--- config.mk ---
export PLATFORM = sky130hd
export DESIGN_NAME = adc_serial_slave
export DESIGN_NICKNAME = d
export VERILOG_FILES = /design/src/rtl/adc_slave_pkg.sv /design/src/rtl/adc_cfg_decode.sv /design/src/rtl/adc_serial_port.sv /design/src/rtl/adc_conv_ctrl.sv /design/src/rtl/adc_serial_slave.sv
export SDC_FILE = /design/constraint.sdc
export NUM_CORES = 1
export LEC_CHECK = 0
export ABC_AREA = 1
export CAP_MARGIN = 10
export CORE_MARGIN = 1
export CORE_UTILIZATION = 45
export DETAILED_ROUTE_END_ITERATION = 8
export DONT_BUFFER_PORTS = 1
export PLACE_DENSITY = 0.6
export SLEW_MARGIN = 15
export SYNTH_ARGS = -nofsm -noshare
export SYNTH_HDL_FRONTEND = slang
export SYNTH_SLANG_ARGS = --single-unit
--- constraint.sdc ---
create_clock -name clk -period 1.6 [get_ports clk]
set_input_delay 0 -clock clk [delete_from_list [all_inputs] [get_ports clk]]
set_output_delay 0 -clock clk [all_outputs]
set_load 0.05 [all_outputs]
--- src/rtl/adc_slave_pkg.sv ---
package adc_slave_pkg;

  localparam int CFG_BITS = 7;
  localparam int CH_W     = 3;
  localparam logic [CH_W-1:0] COM_CH = 3'd7;

  // bit positions inside the received setup word (first shifted bit is MSB)
  localparam int B_SD  = 6;
  localparam int B_OS  = 5;
  localparam int B_S1  = 4;
  localparam int B_S0  = 3;
  localparam int B_COM = 2;
  localparam int B_UNI = 1;
  localparam int B_SLP = 0;

  typedef enum logic [2:0] {
    ST_IDLE,
    ST_CONV,
    ST_NAP,
    ST_SLEEP,
    ST_WAKE
  } ctl_state_e;

  typedef enum logic [1:0] {
    PWR_ACTIVE = 2'd0,
    PWR_NAP    = 2'd1,
    PWR_SLEEP  = 2'd2,
    PWR_WAKE   = 2'd3
  } pwr_e;

  typedef struct packed {
    logic [CH_W-1:0] pos;
    logic [CH_W-1:0] neg;
    logic            neg_gnd;
    logic            unipolar;
  } mux_cfg_t;

  localparam mux_cfg_t CFG_RESET = '{pos: 3'd0, neg: 3'd1, neg_gnd: 1'b0, unipolar: 1'b0};

endpackage

--- src/rtl/adc_cfg_decode.sv ---
module adc_cfg_decode
  import adc_slave_pkg::*;
(
  input  logic [CFG_BITS-1:0] word_i,
  output mux_cfg_t            cfg_o,
  output logic                valid_o
);

  logic [1:0] sel;

  always_comb begin
    sel              = {word_i[B_S1], word_i[B_S0]};
    cfg_o            = '0;
    valid_o          = 1'b1;
    cfg_o.unipolar   = word_i[B_UNI];
    cfg_o.pos        = {sel, word_i[B_OS]};
    if (!word_i[B_SD]) begin
      // pair mode: odd/sign picks which member of the pair is positive
      cfg_o.neg     = {sel, ~word_i[B_OS]};
      cfg_o.neg_gnd = 1'b0;
      if (word_i[B_COM]) valid_o = 1'b0;
    end else if (word_i[B_COM]) begin
      cfg_o.neg     = COM_CH;
      cfg_o.neg_gnd = 1'b0;
      if (cfg_o.pos == COM_CH) valid_o = 1'b0;
    end else begin
      cfg_o.neg     = '0;
      cfg_o.neg_gnd = 1'b1;
    end
  end

endmodule

--- src/rtl/adc_serial_port.sv ---
module adc_serial_port
  import adc_slave_pkg::*;
#(
  parameter int RES_BITS = 16
) (
  input  logic                clk,
  input  logic                rst,
  input  logic                sck_i,
  input  logic                sdi_i,
  input  logic                port_en_i,
  input  logic                frame_clr_i,
  input  logic                load_i,
  input  logic [RES_BITS-1:0] load_data_i,
  output logic                sdo_o,
  output logic [CFG_BITS-1:0] word_o,
  output logic                word_full_o
);

  localparam int BCNT_W = $clog2(CFG_BITS + 1);
  localparam logic [BCNT_W-1:0] BCNT_FULL = BCNT_W'(CFG_BITS);

  logic                sck_q;
  logic                sck_rise;
  logic                sck_fall;
  logic [BCNT_W-1:0]   bcnt;
  logic [RES_BITS-1:0] data_sh;

  assign sck_rise = sck_i & ~sck_q & port_en_i;
  assign sck_fall = ~sck_i & sck_q & port_en_i;

  always_ff @(posedge clk) begin
    if (rst) begin
      sck_q  <= 1'b0;
      bcnt   <= '0;
      word_o <= '0;
    end else begin
      sck_q <= sck_i;
      if (frame_clr_i) begin
        bcnt <= '0;
      end else if (sck_rise && (bcnt < BCNT_FULL)) begin
        word_o <= {word_o[CFG_BITS-2:0], sdi_i};
        bcnt   <= bcnt + 1'b1;
      end
    end
  end

  always_ff @(posedge clk) begin
    if (rst) begin
      data_sh <= '0;
    end else if (load_i) begin
      data_sh <= load_data_i;
    end else if (sck_fall) begin
      data_sh <= {data_sh[RES_BITS-2:0], 1'b0};
    end
  end

  assign sdo_o       = data_sh[RES_BITS-1];
  assign word_full_o = (bcnt == BCNT_FULL);

endmodule

--- src/rtl/adc_conv_ctrl.sv ---
module adc_conv_ctrl
  import adc_slave_pkg::*;
#(
  parameter int CONV_CYCLES = 400,
  parameter int WAKE_CYCLES = 7_500_000
) (
  input  logic       clk,
  input  logic       rst,
  input  logic       cnv_i,
  input  logic       word_full_i,
  input  logic       word_valid_i,
  input  logic       word_sleep_i,
  output logic       commit_o,
  output logic       load_o,
  output logic       frame_clr_o,
  output logic       oe_o,
  output logic       busy_o,
  output logic       done_o,
  output logic [1:0] pwr_o,
  output logic       cfg_err_o
);

  localparam int MAXC  = (CONV_CYCLES > WAKE_CYCLES) ? CONV_CYCLES : WAKE_CYCLES;
  localparam int CNT_W = $clog2(MAXC + 1);
  localparam logic [CNT_W-1:0] CONV_LAST = CNT_W'(CONV_CYCLES - 1);
  localparam logic [CNT_W-1:0] WAKE_LAST = CNT_W'(WAKE_CYCLES - 1);

  ctl_state_e       st, st_n;
  logic [CNT_W-1:0] cnt, cnt_n;
  logic             cnv_q;
  logic             cnv_rise;
  logic             err_n;
  pwr_e             pwr_n;

  assign cnv_rise    = cnv_i & ~cnv_q;
  assign frame_clr_o = cnv_rise;

  always_comb begin
    st_n     = st;
    cnt_n    = cnt;
    commit_o = 1'b0;
    load_o   = 1'b0;
    err_n    = 1'b0;
    case (st)
      ST_IDLE: begin
        if (cnv_rise) begin
          st_n  = ST_CONV;
          cnt_n = CONV_LAST;
          if (word_full_i) begin
            if (word_valid_i) begin
              commit_o = 1'b1;
              if (word_sleep_i) begin
                st_n  = ST_SLEEP;
                cnt_n = '0;
              end
            end else begin
              err_n = 1'b1;
            end
          end
        end
      end
      ST_CONV: begin
        if (cnt == '0) begin
          load_o = 1'b1;
          st_n   = cnv_i ? ST_NAP : ST_IDLE;
        end else begin
          cnt_n = cnt - 1'b1;
        end
      end
      ST_NAP: begin
        if (!cnv_i) st_n = ST_IDLE;
      end
      ST_SLEEP: begin
        if (cnv_rise && word_full_i) begin
          if (word_valid_i) begin
            commit_o = 1'b1;
            if (!word_sleep_i) begin
              st_n  = ST_WAKE;
              cnt_n = WAKE_LAST;
            end
          end else begin
            err_n = 1'b1;
          end
        end
      end
      ST_WAKE: begin
        if (cnt == '0) begin
          st_n = cnv_i ? ST_NAP : ST_IDLE;
        end else begin
          cnt_n = cnt - 1'b1;
        end
      end
      default: st_n = ST_IDLE;
    endcase
  end

  always_comb begin
    case (st_n)
      ST_NAP:   pwr_n = PWR_NAP;
      ST_SLEEP: pwr_n = PWR_SLEEP;
      ST_WAKE:  pwr_n = PWR_WAKE;
      default:  pwr_n = PWR_ACTIVE;
    endcase
  end

  always_ff @(posedge clk) begin
    if (rst) begin
      st        <= ST_IDLE;
      cnt       <= '0;
      cnv_q     <= 1'b1;
      oe_o      <= 1'b0;
      busy_o    <= 1'b0;
      done_o    <= 1'b0;
      pwr_o     <= PWR_ACTIVE;
      cfg_err_o <= 1'b0;
    end else begin
      st        <= st_n;
      cnt       <= cnt_n;
      cnv_q     <= cnv_i;
      oe_o      <= ~cnv_i & ((st_n == ST_IDLE) | (st_n == ST_SLEEP));
      busy_o    <= (st_n == ST_CONV);
      done_o    <= load_o;
      pwr_o     <= pwr_n;
      cfg_err_o <= err_n;
    end
  end

endmodule

--- src/rtl/adc_serial_slave.sv ---
module adc_serial_slave
  import adc_slave_pkg::*;
#(
  parameter int RES_BITS    = 16,
  parameter int CONV_CYCLES = 400,
  parameter int WAKE_CYCLES = 7_500_000
) (
  input  logic                clk,
  input  logic                rst,
  input  logic                cnv_i,
  input  logic                sck_i,
  input  logic                sdi_i,
  input  logic [RES_BITS-1:0] sample_i,
  output logic                sdo_o,
  output logic                sdo_oe_o,
  output logic                done_o,
  output logic                busy_o,
  output logic [1:0]          pwr_o,
  output logic [CH_W-1:0]     pos_ch_o,
  output logic [CH_W-1:0]     neg_ch_o,
  output logic                neg_gnd_o,
  output logic                unipolar_o,
  output logic                cfg_err_o
);

  logic [CFG_BITS-1:0] word;
  logic                word_full;
  mux_cfg_t            dec_cfg;
  mux_cfg_t            cfg_q;
  logic                dec_valid;
  logic                commit;
  logic                load;
  logic                frame_clr;

  adc_serial_port #(.RES_BITS(RES_BITS)) u_port (
    .clk         (clk),
    .rst         (rst),
    .sck_i       (sck_i),
    .sdi_i       (sdi_i),
    .port_en_i   (sdo_oe_o),
    .frame_clr_i (frame_clr),
    .load_i      (load),
    .load_data_i (sample_i),
    .sdo_o       (sdo_o),
    .word_o      (word),
    .word_full_o (word_full)
  );

  adc_cfg_decode u_dec (
    .word_i  (word),
    .cfg_o   (dec_cfg),
    .valid_o (dec_valid)
  );

  adc_conv_ctrl #(
    .CONV_CYCLES (CONV_CYCLES),
    .WAKE_CYCLES (WAKE_CYCLES)
  ) u_ctrl (
    .clk          (clk),
    .rst          (rst),
    .cnv_i        (cnv_i),
    .word_full_i  (word_full),
    .word_valid_i (dec_valid),
    .word_sleep_i (word[B_SLP]),
    .commit_o     (commit),
    .load_o       (load),
    .frame_clr_o  (frame_clr),
    .oe_o         (sdo_oe_o),
    .busy_o       (busy_o),
    .done_o       (done_o),
    .pwr_o        (pwr_o),
    .cfg_err_o    (cfg_err_o)
  );

  always_ff @(posedge clk) begin
    if (rst) begin
      cfg_q <= CFG_RESET;
    end else if (commit) begin
      cfg_q <= dec_cfg;
    end
  end

  assign pos_ch_o   = cfg_q.pos;
  assign neg_ch_o   = cfg_q.neg;
  assign neg_gnd_o  = cfg_q.neg_gnd;
  assign unipolar_o = cfg_q.unipolar;

endmodule

==> summary.txt <==
Floorplanning
  • Die area: 8430 µm²
  • CORE AREA: 7770 µm²
  • Initial Util: 0.467
  • Die Y: 91.8 µm
  • Ports: 36
  • Placement Rows: 32
  • Chip Width: 91.8 µm

Route
  • ANT nets after route: 0
  • Initial DRC Count: 202
  • 1st-pass router iterations: 5
  • Vias/cell: 4.99
  • Routed vias: 3445
  • Post-Route WL: 9190 µm
  • WL/cell: 13.3 µm
  • DRC Markers: 0

Critical path
  • WP data arrival: 1.93 ns
  • Setup crit start: u_ctrl.cnt[0]$_SDFFE_PP0P_
  • Worst reg2reg path depth: 12
  • Startpoint types: register
  • Critical-path top delay cell: dfxtp_2
  • Flop2flop setup slack: -0.05 ns
  • Crit path kind: register to register
  • CP Max Fanout: 6
  • Critical path's largest stage delay: 0.33 ns
  • CP Capture Point: u_ctrl.cnt[4]$_SDFFE_PP0P_
  • Crit end category: register
  • CP cell instances: inv_2 -> ha_4 -> inv_2 -> nor2_2 -> nand2_2 -> nor2_4 -> buf_6 -> nand4_4 -> nand3_4 -> buf_6 -> nand2_1 -> a21oi_2
  • FF-to-FF Start: u_ctrl.cnt[0]$_SDFFE_PP0P_
  • Required time worst endpoint: 1.89 ns
  • Reg-to-reg endpoint: u_ctrl.cnt[4]$_SDFFE_PP0P_

Synth
  • Post-Synthesis Cells: 510
  • Ys Warns: 0
  • Syn_area_per_cell: 7.11 µm²
  • Syn nets: 535
  • FFs w/ async S/R, synth: 0
  • Register area share after synthesis: 0.375
  • #FFs+latches synth: 68
  • Yosys cell types: 39
  • Most used DFF post-synth: dfxtp_1
  • Post-Syn Area: 3630 µm²
  • Number of synthesized flops with an enable pin: 0

Finish
  • Layout cell share with drive strength beyond 1: 0.303
  • Reg area: 1370 µm²
  • Filler cells: 729
  • Commonest non-fill, non-tap cells in the layout: nor2_1, nand2_1, dfxtp_1
  • Fin nets: 609
  • N_diodes: 0
  • Commonest non-fill, non-tap cell in the layout: nor2_1
  • Synth-to-Final Area Change: 32.3%
  • Post-route cell area: 4800 µm²
  • Footprint of the multi-input gates: 2180 µm²

Global route
  • Initial antenna violation count: 0
  • GRT overflow: 0
  • Number of global-route vias before repair: 3302
  • All-Layer GR Usage: 0.230
  • Grt peak-use layer: met2
  • GR met3 Demand/Resource: 0.0630
  • Largest net degree at the start of global routing: 28
  • First-pass GRT wire length: 15300 µm
  • GR Layer Usage met1: 0.296
  • GR Layer Usage met2: 0.377

Power
  • Pwr dens: 942 nW/µm²
  • P_sw: 1.41 mW
  • Comb pwr share: 0.250
  • Switch share: 0.312
  • Overall Power: 4.52 mW
  • Clock share of power: 0.346
  • Leak: 2.13 nW
  • Pint: 3.11 mW
  • Seq pwr share: 0.404
  • VDD IR max: 0.000706 V

Clock tree
  • Reg clk slew, reported paths: 0.07 ns
  • CTS tree: built
  • CTS Root Buffer Type: clkbuf_8
  • Clock buffer depth: 2
  • Worst-skew pair later-pin latency: 0.35 ns
  • Clk sink count: 68
  • CTS Buf Count: 9
  • H-tree depth: 3

STA
  • F_max: 607 MHz
  • Worst slew pin tran: 0.598 ns
  • Post-Route Setup TNS: -0.675 ns
  • Period utilisation layout: 1.03
  • Fin crit period: 1.65 ns
  • # setup viols final: 31
  • PnR worst setup slack: -0.0476 ns
  • Unrepaired setup endpoints after global routing: true
  • Fin. Hold Viols: 0
  • Fin Hold WS: 0.0763 ns
  • Slew Viols, Final: 0
  • Clk_skew: 0.00828 ns
  • Rel. slew slack: 0.601

Place
  • Placed Area: 4090 µm²
  • Detail Placement HPWL: 6150 µm
  • Port bufs: 0
  • GP Congestion: 0.820

Status
  • Violated checks: negative setup slack
  • Outcome: complete, but fails checks

Hold path
  • Hold Path Cell Cnt: 4
  • Hold Path Class: primary input to register

Job
  • Maxcap violations: 0
[worst max-delay path: cells and delay by family (launching register included)]
family / cells / cell delay [ns]
AND/OR/NAND/NOR: 6 / 0.61
buffers and inverters: 4 / 0.38
flip-flops: 1 / 0.33
adder cells (fa/ha/maj): 1 / 0.13
AO/OA/AOI/OAI: 1 / 0.13
[worst min path at each step]
stage	start	endpoint	slack, ns
after floorplan	cnv_i	u_ctrl.cnv_q$_SDFF_PP1_	0.10
after global placement	rst	u_ctrl.cnt[6]$_SDFFE_PP0P_	0.07
final	sck_i	u_port.bcnt[0]$_SDFFE_PP0P_	0.08
after global routing	rst	u_ctrl.cnv_q$_SDFF_PP1_	0.08
after detailed placement	rst	u_ctrl.cnt[16]$_SDFFE_PP0P_	0.07
after CTS	sck_i	u_port.bcnt[0]$_SDFFE_PP0P_	0.05
[cells in the mapped netlist, types with 3 or more instances]
master | instances | area share
buf_6 | 3 | 0.0093
ha_1 | 4 | 0.014
clkbuf_1 | 8 | 0.0083
xnor2_1 | 3 | 0.0072
inv_2 | 4 | 0.0041
dfxtp_1 | 68 | 0.38
xor2_1 | 7 | 0.017
inv_1 | 39 | 0.040
nand2_2 | 4 | 0.0069
a21oi_1 | 28 | 0.039
nor2_2 | 9 | 0.016
nand4_1 | 4 | 0.0069
nand2_1 | 101 | 0.10
nor2_1 | 105 | 0.11
a21oi_2 | 9 | 0.022
buf_2 | 3 | 0.0041
o21ai_1 | 5 | 0.0069
nor2_4 | 7 | 0.022
mux2_2 | 14 | 0.043
nand3_1 | 26 | 0.036
o21ai_0 | 37 | 0.051
[state kept, by name, indices dropped and copies added (netlist names), 2 cells and up]
name and cells:
neg_ch_o 3, pos_ch_o 3, u_ctrl.cnt 23, u_ctrl.pwr_o 2, u_ctrl.st 3, u_port.bcnt 3, u_port.data_sh 16, u_port.word_o 7
[power by group through the flow]
stage	Clock, mW	Sequential [mW]	Combinational (mW)
after global routing	1.68	1.84	1.26
after floorplan	0	1.86	0.670
after global placement	0	1.86	0.917
after CTS	1.61	1.82	1.02
final	1.56	1.83	1.13
after detailed placement	0	1.86	0.930
[metal layers]
metal | part of all wire | up-vias | wire length [µm]
met2 | 0.47 | 67 | 4330
met5 | 0 | - | 0
li1 | - | 1788 | -
met1 | 0.48 | 1581 | 4400
met3 | 0.039 | 9 | 355
met4 | 0.012 | 0 | 112
[timing repair]
action / CTS / global route
cloned: 0 / 1
endpoints found under the setup margin: 32 / 51
pin swaps: 2 / 21
hold buffers: 21 / 0
resized for setup: 21 / 54
setup buffers: 0 / 5
endpoints found under the hold margin: 48 / 0
[kinds of logic (layout without fill, tap and decap cells)]
logic type      Yosys count  after routing  synth area share
mux                      14             14            0.0434
xor+xnor                 10             10            0.0241
buf+inv                  61            139            0.0745
simple gates            269            269             0.340
flops                    68             68             0.375
compound gates           84             84             0.129
fa+ha+maj                 4              4            0.0138
[metrics by stage]
stage	setup slack (ns)	utilization	instances
floorplan	0.0166	-	510
global placement	-0.0415	0.526	648
detailed placement	-0.0815	0.526	648
CTS	0.000928	0.590	684
global route	-0.161	0.618	690
finish	-0.0476	0.618	690
[final cells by class]
type	instances	share of cell area
clock buffers	9	0.0258
clock inverters	6	0.0185
inverters	46	0.0381
well taps	102	0.0266
repair buffers	78	0.152
flip-flops and latches	68	0.285
multi-input cells	381	0.454
Note: power is estimated with default switching activity, not from simulation.
